File: src/rtl/irq_sys_pkg.sv
`timescale 1ns/1ps
package irq_sys_pkg;
    localparam int INSTR_W = 32;

    localparam logic [3:0] OPC_SYS  = 4'hF;
    localparam logic [3:0] SUB_RETI = 4'h1;
    localparam logic [3:0] SUB_RSR  = 4'h2;
    localparam logic [3:0] SUB_WSR  = 4'h3;

    localparam logic [3:0] SR_PCS = 4'd0;
    localparam logic [3:0] SR_IHA = 4'd1;
    localparam logic [3:0] SR_IRA = 4'd2;
    localparam logic [3:0] SR_IDN = 4'd3;

    typedef struct packed {
        logic       reti;
        logic       rsr;
        logic       wsr;
        logic [3:0] gpr;
        logic [3:0] sreg;
    } sys_dec_t;
endpackage

File: src/rtl/sys_instr_decode.sv
`timescale 1ns/1ps
module sys_instr_decode
    import irq_sys_pkg::*;
(
    input  logic               valid_i,
    input  logic [INSTR_W-1:0] instr_i,
    output sys_dec_t           dec_o
);
    logic       is_sys;
    logic [3:0] sub;
    logic [3:0] fa;
    logic [3:0] fb;
    logic       low_zero;

    always_comb begin
        is_sys   = valid_i && (instr_i[31:28] == OPC_SYS);
        sub      = instr_i[27:24];
        fa       = instr_i[23:20];
        fb       = instr_i[19:16];
        low_zero = (instr_i[15:0] == 16'h0);

        dec_o      = '0;
        // anything not matching exactly stays a no-op
        dec_o.reti = is_sys && (sub == SUB_RETI) && (fa == 4'h0) && (fb == 4'h0) && low_zero;
        dec_o.rsr  = is_sys && (sub == SUB_RSR) && low_zero;
        dec_o.wsr  = is_sys && (sub == SUB_WSR) && low_zero;
        dec_o.gpr  = fa;
        dec_o.sreg = (sub == SUB_WSR) ? fa : fb;
    end
endmodule

File: src/rtl/irq_prio_enc.sv
`timescale 1ns/1ps
module irq_prio_enc #(
    parameter int NUM_DEV = 3,
    parameter int ID_W    = 4
) (
    input  logic [NUM_DEV-1:0] irq_i,
    output logic               any_o,
    output logic [ID_W-1:0]    code_o
);
    localparam logic [ID_W-1:0] NONE_CODE = '1;

    always_comb begin
        any_o  = |irq_i;
        code_o = NONE_CODE;
        // scan from lowest priority so the lowest line index wins
        for (int i = NUM_DEV - 1; i >= 0; i--) begin
            if (irq_i[i]) code_o = ID_W'(i + 1);
        end
    end
endmodule

File: src/rtl/sysreg_file.sv
`timescale 1ns/1ps
module sysreg_file
    import irq_sys_pkg::*;
#(
    parameter int XLEN = 32,
    parameter int ID_W = 4
) (
    input  logic            clk,
    input  logic            rst_n,
    input  logic            take_i,
    input  logic            reti_i,
    input  logic            wsr_i,
    input  logic [3:0]      sreg_i,
    input  logic [XLEN-1:0] wdata_i,
    input  logic [XLEN-1:0] ret_addr_i,
    input  logic [ID_W-1:0] idn_code_i,
    output logic            ie_o,
    output logic [XLEN-1:0] iha_o,
    output logic [XLEN-1:0] ira_o,
    output logic [ID_W-1:0] idn_o,
    output logic [XLEN-1:0] rdata_o
);
    typedef struct packed {
        logic            oie;
        logic            ie;
        logic [XLEN-1:0] iha;
        logic [XLEN-1:0] ira;
        logic [ID_W-1:0] idn;
    } sreg_state_t;

    sreg_state_t st_d, st_q;

    always_comb begin
        st_d = st_q;
        if (wsr_i) begin
            case (sreg_i)
                SR_PCS:  {st_d.oie, st_d.ie} = wdata_i[1:0];
                SR_IHA:  st_d.iha = wdata_i;
                SR_IRA:  st_d.ira = wdata_i;
                SR_IDN:  st_d.idn = wdata_i[ID_W-1:0];
                default: ;
            endcase
        end
        if (reti_i) st_d.ie = st_q.oie;
        if (take_i) begin
            st_d.oie = st_q.ie;
            st_d.ie  = 1'b0;
            st_d.ira = ret_addr_i;
            st_d.idn = idn_code_i;
        end
    end

    always_ff @(posedge clk or negedge rst_n) begin
        if (!rst_n) st_q <= '0;
        else        st_q <= st_d;
    end

    always_comb begin
        case (sreg_i)
            SR_PCS:  rdata_o = {{(XLEN-2){1'b0}}, st_q.oie, st_q.ie};
            SR_IHA:  rdata_o = st_q.iha;
            SR_IRA:  rdata_o = st_q.ira;
            SR_IDN:  rdata_o = {{(XLEN-ID_W){1'b0}}, st_q.idn};
            default: rdata_o = '0;
        endcase
    end

    assign ie_o  = st_q.ie;
    assign iha_o = st_q.iha;
    assign ira_o = st_q.ira;
    assign idn_o = st_q.idn;

    a_r4_take_clears_ie: assert property (@(posedge clk) disable iff (!rst_n)
        take_i |=> !st_q.ie);
    a_r4_take_saves_oie: assert property (@(posedge clk) disable iff (!rst_n)
        take_i |=> st_q.oie == $past(st_q.ie));
    a_r4_take_saves_ira: assert property (@(posedge clk) disable iff (!rst_n)
        take_i |=> st_q.ira == $past(ret_addr_i));
    a_r6_reti_restores: assert property (@(posedge clk) disable iff (!rst_n)
        reti_i |=> (st_q.ie == $past(st_q.oie)) && (st_q.oie == $past(st_q.oie)));
    a_r3_idle_holds: assert property (@(posedge clk) disable iff (!rst_n)
        !(take_i || reti_i || wsr_i) |=> $stable(st_q));
endmodule

File: src/rtl/irq_sysreg_unit.sv
`timescale 1ns/1ps
module irq_sysreg_unit
    import irq_sys_pkg::*;
#(
    parameter int XLEN    = 32,
    parameter int NUM_DEV = 3,
    parameter int ID_W    = 4
) (
    input  logic               clk,
    input  logic               rst_n,
    input  logic [NUM_DEV-1:0] dev_irq_i,
    input  logic               cmt_valid_i,
    input  logic [31:0]        cmt_instr_i,
    input  logic [XLEN-1:0]    cmt_next_pc_i,
    input  logic [XLEN-1:0]    cmt_src_val_i,
    output logic               irq_req_o,
    output logic               redirect_o,
    output logic [XLEN-1:0]    redirect_pc_o,
    output logic               sreg_rd_en_o,
    output logic [3:0]         sreg_rd_gpr_o,
    output logic [XLEN-1:0]    sreg_rd_data_o
);
    sys_dec_t        dec;
    logic            irq_any;
    logic [ID_W-1:0] irq_code;
    logic            ie;
    logic [XLEN-1:0] iha;
    logic [XLEN-1:0] ira;
    logic [ID_W-1:0] idn;
    logic            take;
    logic            live;

    assign live = rst_n && cmt_valid_i;

    sys_instr_decode u_dec (
        .valid_i (live),
        .instr_i (cmt_instr_i),
        .dec_o   (dec)
    );

    irq_prio_enc #(.NUM_DEV(NUM_DEV), .ID_W(ID_W)) u_enc (
        .irq_i  (dev_irq_i),
        .any_o  (irq_any),
        .code_o (irq_code)
    );

    always_comb begin
        irq_req_o = rst_n && ie && irq_any;
        // only a real, non-system-update instruction can carry the take
        take      = irq_req_o && live && !dec.wsr && !dec.reti;
        redirect_o    = take || dec.reti;
        redirect_pc_o = take ? iha : ira;
    end

    sysreg_file #(.XLEN(XLEN), .ID_W(ID_W)) u_regs (
        .clk        (clk),
        .rst_n      (rst_n),
        .take_i     (take),
        .reti_i     (dec.reti),
        .wsr_i      (dec.wsr),
        .sreg_i     (dec.sreg),
        .wdata_i    (cmt_src_val_i),
        .ret_addr_i (cmt_next_pc_i),
        .idn_code_i (irq_code),
        .ie_o       (ie),
        .iha_o      (iha),
        .ira_o      (ira),
        .idn_o      (idn),
        .rdata_o    (sreg_rd_data_o)
    );

    assign sreg_rd_en_o  = dec.rsr;
    assign sreg_rd_gpr_o = dec.gpr;

    a_r5_idn_names_device: assert property (@(posedge clk) disable iff (!rst_n)
        take |=> idn != '1);
    a_r3_take_on_real_instr: assert property (@(posedge clk) disable iff (!rst_n)
        (redirect_o && !dec.reti) |-> cmt_valid_i);
endmodule

File: config.mk
export PLATFORM = sky130hd
export DESIGN_NAME = irq_sysreg_unit
export DESIGN_NICKNAME = d
export VERILOG_FILES = /design/src/rtl/irq_sys_pkg.sv /design/src/rtl/sys_instr_decode.sv /design/src/rtl/irq_prio_enc.sv /design/src/rtl/sysreg_file.sv /design/src/rtl/irq_sysreg_unit.sv
export SDC_FILE = /design/constraint.sdc
export NUM_CORES = 1
export LEC_CHECK = 0
export BUFFER_PORTS_ARGS = -buffer_cell sky130_fd_sc_hd__buf_2
export CAP_MARGIN = 20
export CELL_PAD_IN_SITES_DETAIL_PLACEMENT = 1
export CELL_PAD_IN_SITES_GLOBAL_PLACEMENT = 1
export CORE_UTILIZATION = 42
export CTS_BUF_LIST = sky130_fd_sc_hd__clkbuf_16
export DETAILED_ROUTE_END_ITERATION = 8
export PLACE_DENSITY = 0.95
export SLEW_MARGIN = 0
export SYNTH_ARGS = -nofsm -noshare
export SYNTH_HDL_FRONTEND = slang
export SYNTH_HIERARCHICAL = 1
export SYNTH_SLANG_ARGS = --single-unit
File: constraint.sdc
create_clock -name clk -period 6.48 [get_ports clk]
set_input_delay 0.648 -clock clk [delete_from_list [all_inputs] [get_ports clk]]
set_output_delay 0.648 -clock clk [all_outputs]
set_load 0.01 [all_outputs]
## Word level (Yosys, flattened, before mapping)

Index checks and enable logic that the tools add are counted.

| word-level totals | value |
|---|---|
| latch bits | 0 |
| output and inout port bits | 71 |
| word-level logic and storage cells | 60 |
| register bits after elaboration | 70 |
| memory bits (writable) | 0 |
| memories kept | 0 |
| memory bits (read-only) | 0 |
| input port bits | 102 |

| operators by class | value |
|---|---|
| mux-type cells | 14 |
| order comparisons | 0 |
| divide/modulo/power cells | 0 |
| bitwise logic cells | 0 |
| shifts and indexed selects | 0 |
| reductions and logical operators | 34 |
| eq/ne operators | 7 |
| $mul | 0 |
| $add $sub $neg | 0 |

Operators with widths:

| operator | number |
|---|---|
| $pmux 32 s4 | 1 |
| $mux 32 | 3 |
| $mux 70 | 1 |
| $mux 36 | 1 |
| $mux 4 | 5 |
| $eq 4x2->1 const B | 4 |
| $logic_not 16->1 | 1 |
| $logic_and 1x1->1 | 15 |
| $logic_not 4->1 | 3 |
| $reduce_and 2->1 | 5 |
| $eq 4x1->1 const B | 2 |
| $reduce_bool 2->1 | 4 |
| $reduce_bool 3->1 | 2 |
| $eq 4x4->1 const B | 1 |
| $mux 2 | 2 |
| $reduce_or 3->1 | 1 |
| $logic_not 1->1 | 2 |
| $logic_or 1x1->1 | 1 |
| $mux 1 | 1 |

## Logic depth before layout (Yosys ltp)

| depth | value |
|---|---|
| depth after elaboration | 10 |
| gate-level depth with buffers | 13 |
| depth with buffers taken out | 10 |

## Cells and area by module

The synthesis kept the hierarchy.

By module, submodules not included:

| module | times used | cells an instance | area an instance (um^2) |
|---|---|---|---|
| sysreg_file | 1 | 372 | 4204.0 |
| irq_sysreg_unit | 1 | 44 | 585.6 |
| sys_instr_decode | 1 | 25 | 195.2 |
| irq_prio_enc | 1 | 5 | 28.8 |

## Worst setup path before layout

No wires, ideal clock.

| timing | value |
|---|---|
| kind | input port to flip-flop |
| start | input port cmt_instr_i[4] |
| end | register u_regs.st_q (netlist bit u_regs/ira_o[10]) |
| data required time | 6400 ps |
| setup slack | 3546 ps |
| buffers on the path | 4 |
| cell stages on the path | 11 |
| data arrival time | 2855 ps |
| path through | nor4_2 -> nand4_1 -> nor3_1 -> or4_4 -> buf_6 -> buf_12 -> inv_1 -> inv_1 -> clkbuf_1 -> clkbuf_1 -> a2bb2oi_1 |

RTL lines:

| what | RTL line | source |
|---|---|---|
| from (decl) | irq_sysreg_unit.sv:13 | `input logic [31:0] cmt_instr_i,` |
| to (signal assigned) | sysreg_file.sv:55 | `else st_q <= st_d;` |
| to (decl) | sysreg_file.sv:31 | `sreg_state_t st_d, st_q;` |

==> flow_summary_export.csv <==
group,metric,value,unit
outcome,outcome,"finished, final reports clean",
clock_tree,hold_buffers,0,
worst_setup_path,end_kind,"output port",
timing,fin_crit,3.88,ns
grt,grt_pass1_wl,23700,um
route,firstDrtPassIters,4,
worst_setup_path,worst_ep_arrival_time,3.23,ns
floorplan,rows,39,
floorplan,die_y,111,um
clock_tree,post_cts_resized,0,
route,drt_iter0_markers,192,
clock_tree,cts_tree,"yes",
timing,drv_slew,0,
timing,worst_slew_pin_slew,0.925,ns
place,gp_congestion,0.857,
floorplan,die_w,111,um
clock_tree,cts_max_level,3,
clock_tree,clkLatencyLatePin,0.33,ns
grt,antenna_found_initial,0,
clock_tree,cts.sinks,70,
worst_setup_path,cp-start-kind,"input pin",
layout,syn2layout_area_growth,11.8,%
layout,antennaDiodeCount,0,
synthesis,syn_inst,442,
grt,grt_max_degree,72,
route,antenna_left,0,
clock_tree,cts_buffer_depth,2,
worst_setup_path,slowest_delay,0.74,ns
place,dpl_cell_area,5290,um^2
layout,final_cells,674,
place,dpl.cell_count,659,
flow_run,drv_cap,0,
worst_setup_path,path_cells,"buf_2, nor2_1, nand3_1, nor3_1, or4_4, mux2_2, buf_2",
pwr,leakagePower,2.71,nW
timing,timing.fmax,0.258,GHz
clock_tree,clk_pin_slew,0.05,ns
grt,grt_overflow_total,0,
clock_tree,post_cts_buffers,0,
floorplan,core,11500,um^2
timing,setup_tns,0,ns
min_path,hold_path_class,"reg2reg",
route,drt_wl_total,14700,um
route,vias,3939,
place,port_buffers,172,
route,vias_per_cell,5.84,
pwr,ir_worst_vdd,128,uV
synthesis,ys_warn_count,6,
timing,rsz0062_at_grt,"false",
clock_tree,numCtsBuffers,9,
timing,skew,0.00596,ns
worst_setup_path,worstPathRequired,5.83,ns
layout,drive_above_1_share,0.520,
worst_setup_path,crit_top_cell,"buf_2",
place,dp_slack,2.54,ns
timing,holdWs,0.545,ns
floorplan,ios,173,
synthesis,syn_area,4980,um^2
layout,utilization,0.486,
clock_tree,root_buffer,"clkbuf_16",
layout,fin_nets,629,
floorplan,start_util,0.435,
grt,grt_usage,0.244,
worst_setup_path,critPathSlowestCell,"nor3_1",
timing,setup_violations,0,
synthesis,synthesis.nets,544,
layout,fillCellCount,1303,
timing,min_period_over_period,0.599,
timing,maxSlewHeadroom,0.384,
synthesis,syn-mean-instance-area,11.3,um^2
grt,grt_pass1_vias,4458,
place,hpwl,10200,um
route,wl_per_cell,21.9,um
pwr,p_total,1.66,mW
worst_setup_path,worst-path-max-fanout,33,
layout,design_area,5570,um^2
timing,finalWorstSetupSlack,2.60,ns
floorplan,die-area,12300,um^2
timing,hold_viol_final,0,
pwr,powerDensity,298,nW/um^2
worst_setup_path,critical_path_class,"in2out",
route,drcViolationCount,0,
-- power breakdown --
part	switching [mW]	internal, mW
Clock	0.181	0.291
Combinational	0.258	0.305
Sequential	0.0864	0.541
-- critical path, delay by kind of cell --
kind | cells | cell delay, ns
buf+inv | 2 | 0.24
mux | 1 | 0.41
simple gates | 4 | 1.92
-- area by class of cell --
type | instances | area (um^2) | area share
Timing Repair Buffer | 179 | 923 | 0.166
Multi-Input combinational cell | 261 | 2420 | 0.434
Clock buffer | 9 | 225 | 0.0404
Sequential cell | 70 | 1750 | 0.314
Tap cell | 143 | 179 | 0.0321
Clock inverter | 6 | 55.1 | 0.00988
Inverter | 6 | 22.5 | 0.00404
-- cell usage in the layout, fill, tap and decap left out, types with 7 or more instances in the layout --
cell type  instances
dfrtp_1           70
buf_2            171
buf_4              7
mux2_2            11
inv_1              7
a2bb2oi_1         35
nand2_1            7
o21ai_0           36
clkbuf_16          9
a31oi_1           35
a22o_1            28
mux2_4            59
-- worst paths after layout --
check                                  from                end  slack (ns)  cells after the start
min in group asynchronous             rst_n    u_regs/ira_o[0]        0.59                      2
hold reg to reg            u_regs/iha_o[20]   u_regs/iha_o[20]        0.55                      1
setup / recovery            cmt_instr_i[27]  redirect_pc_o[31]        2.60                      7
hold / removal             u_regs/iha_o[20]   u_regs/iha_o[20]        0.55                      1
max in group asynchronous             rst_n    u_regs/ira_o[6]        5.28                      2
setup reg to reg                u_regs/ie_o        u_regs/ie_o        3.75                      7
-- registers in the layout (all words and copies together), names as in the netlist --
signal	flops
u_regs/iha_o	32
u_regs/ira_o	32
u_regs/idn_o	4
u_regs/ie_o	1
u_regs/st_q	1
-- routing by layer --
layer	GRT usage	wire [um]	vias to the layer above
met2	0.421	7450	153
met1	0.296	6190	1983
met5	0	0	-
li1	-	-	1764
met4	0.114	444	0
met3	0.0426	657	39
(Power assumes the default switching activity.)
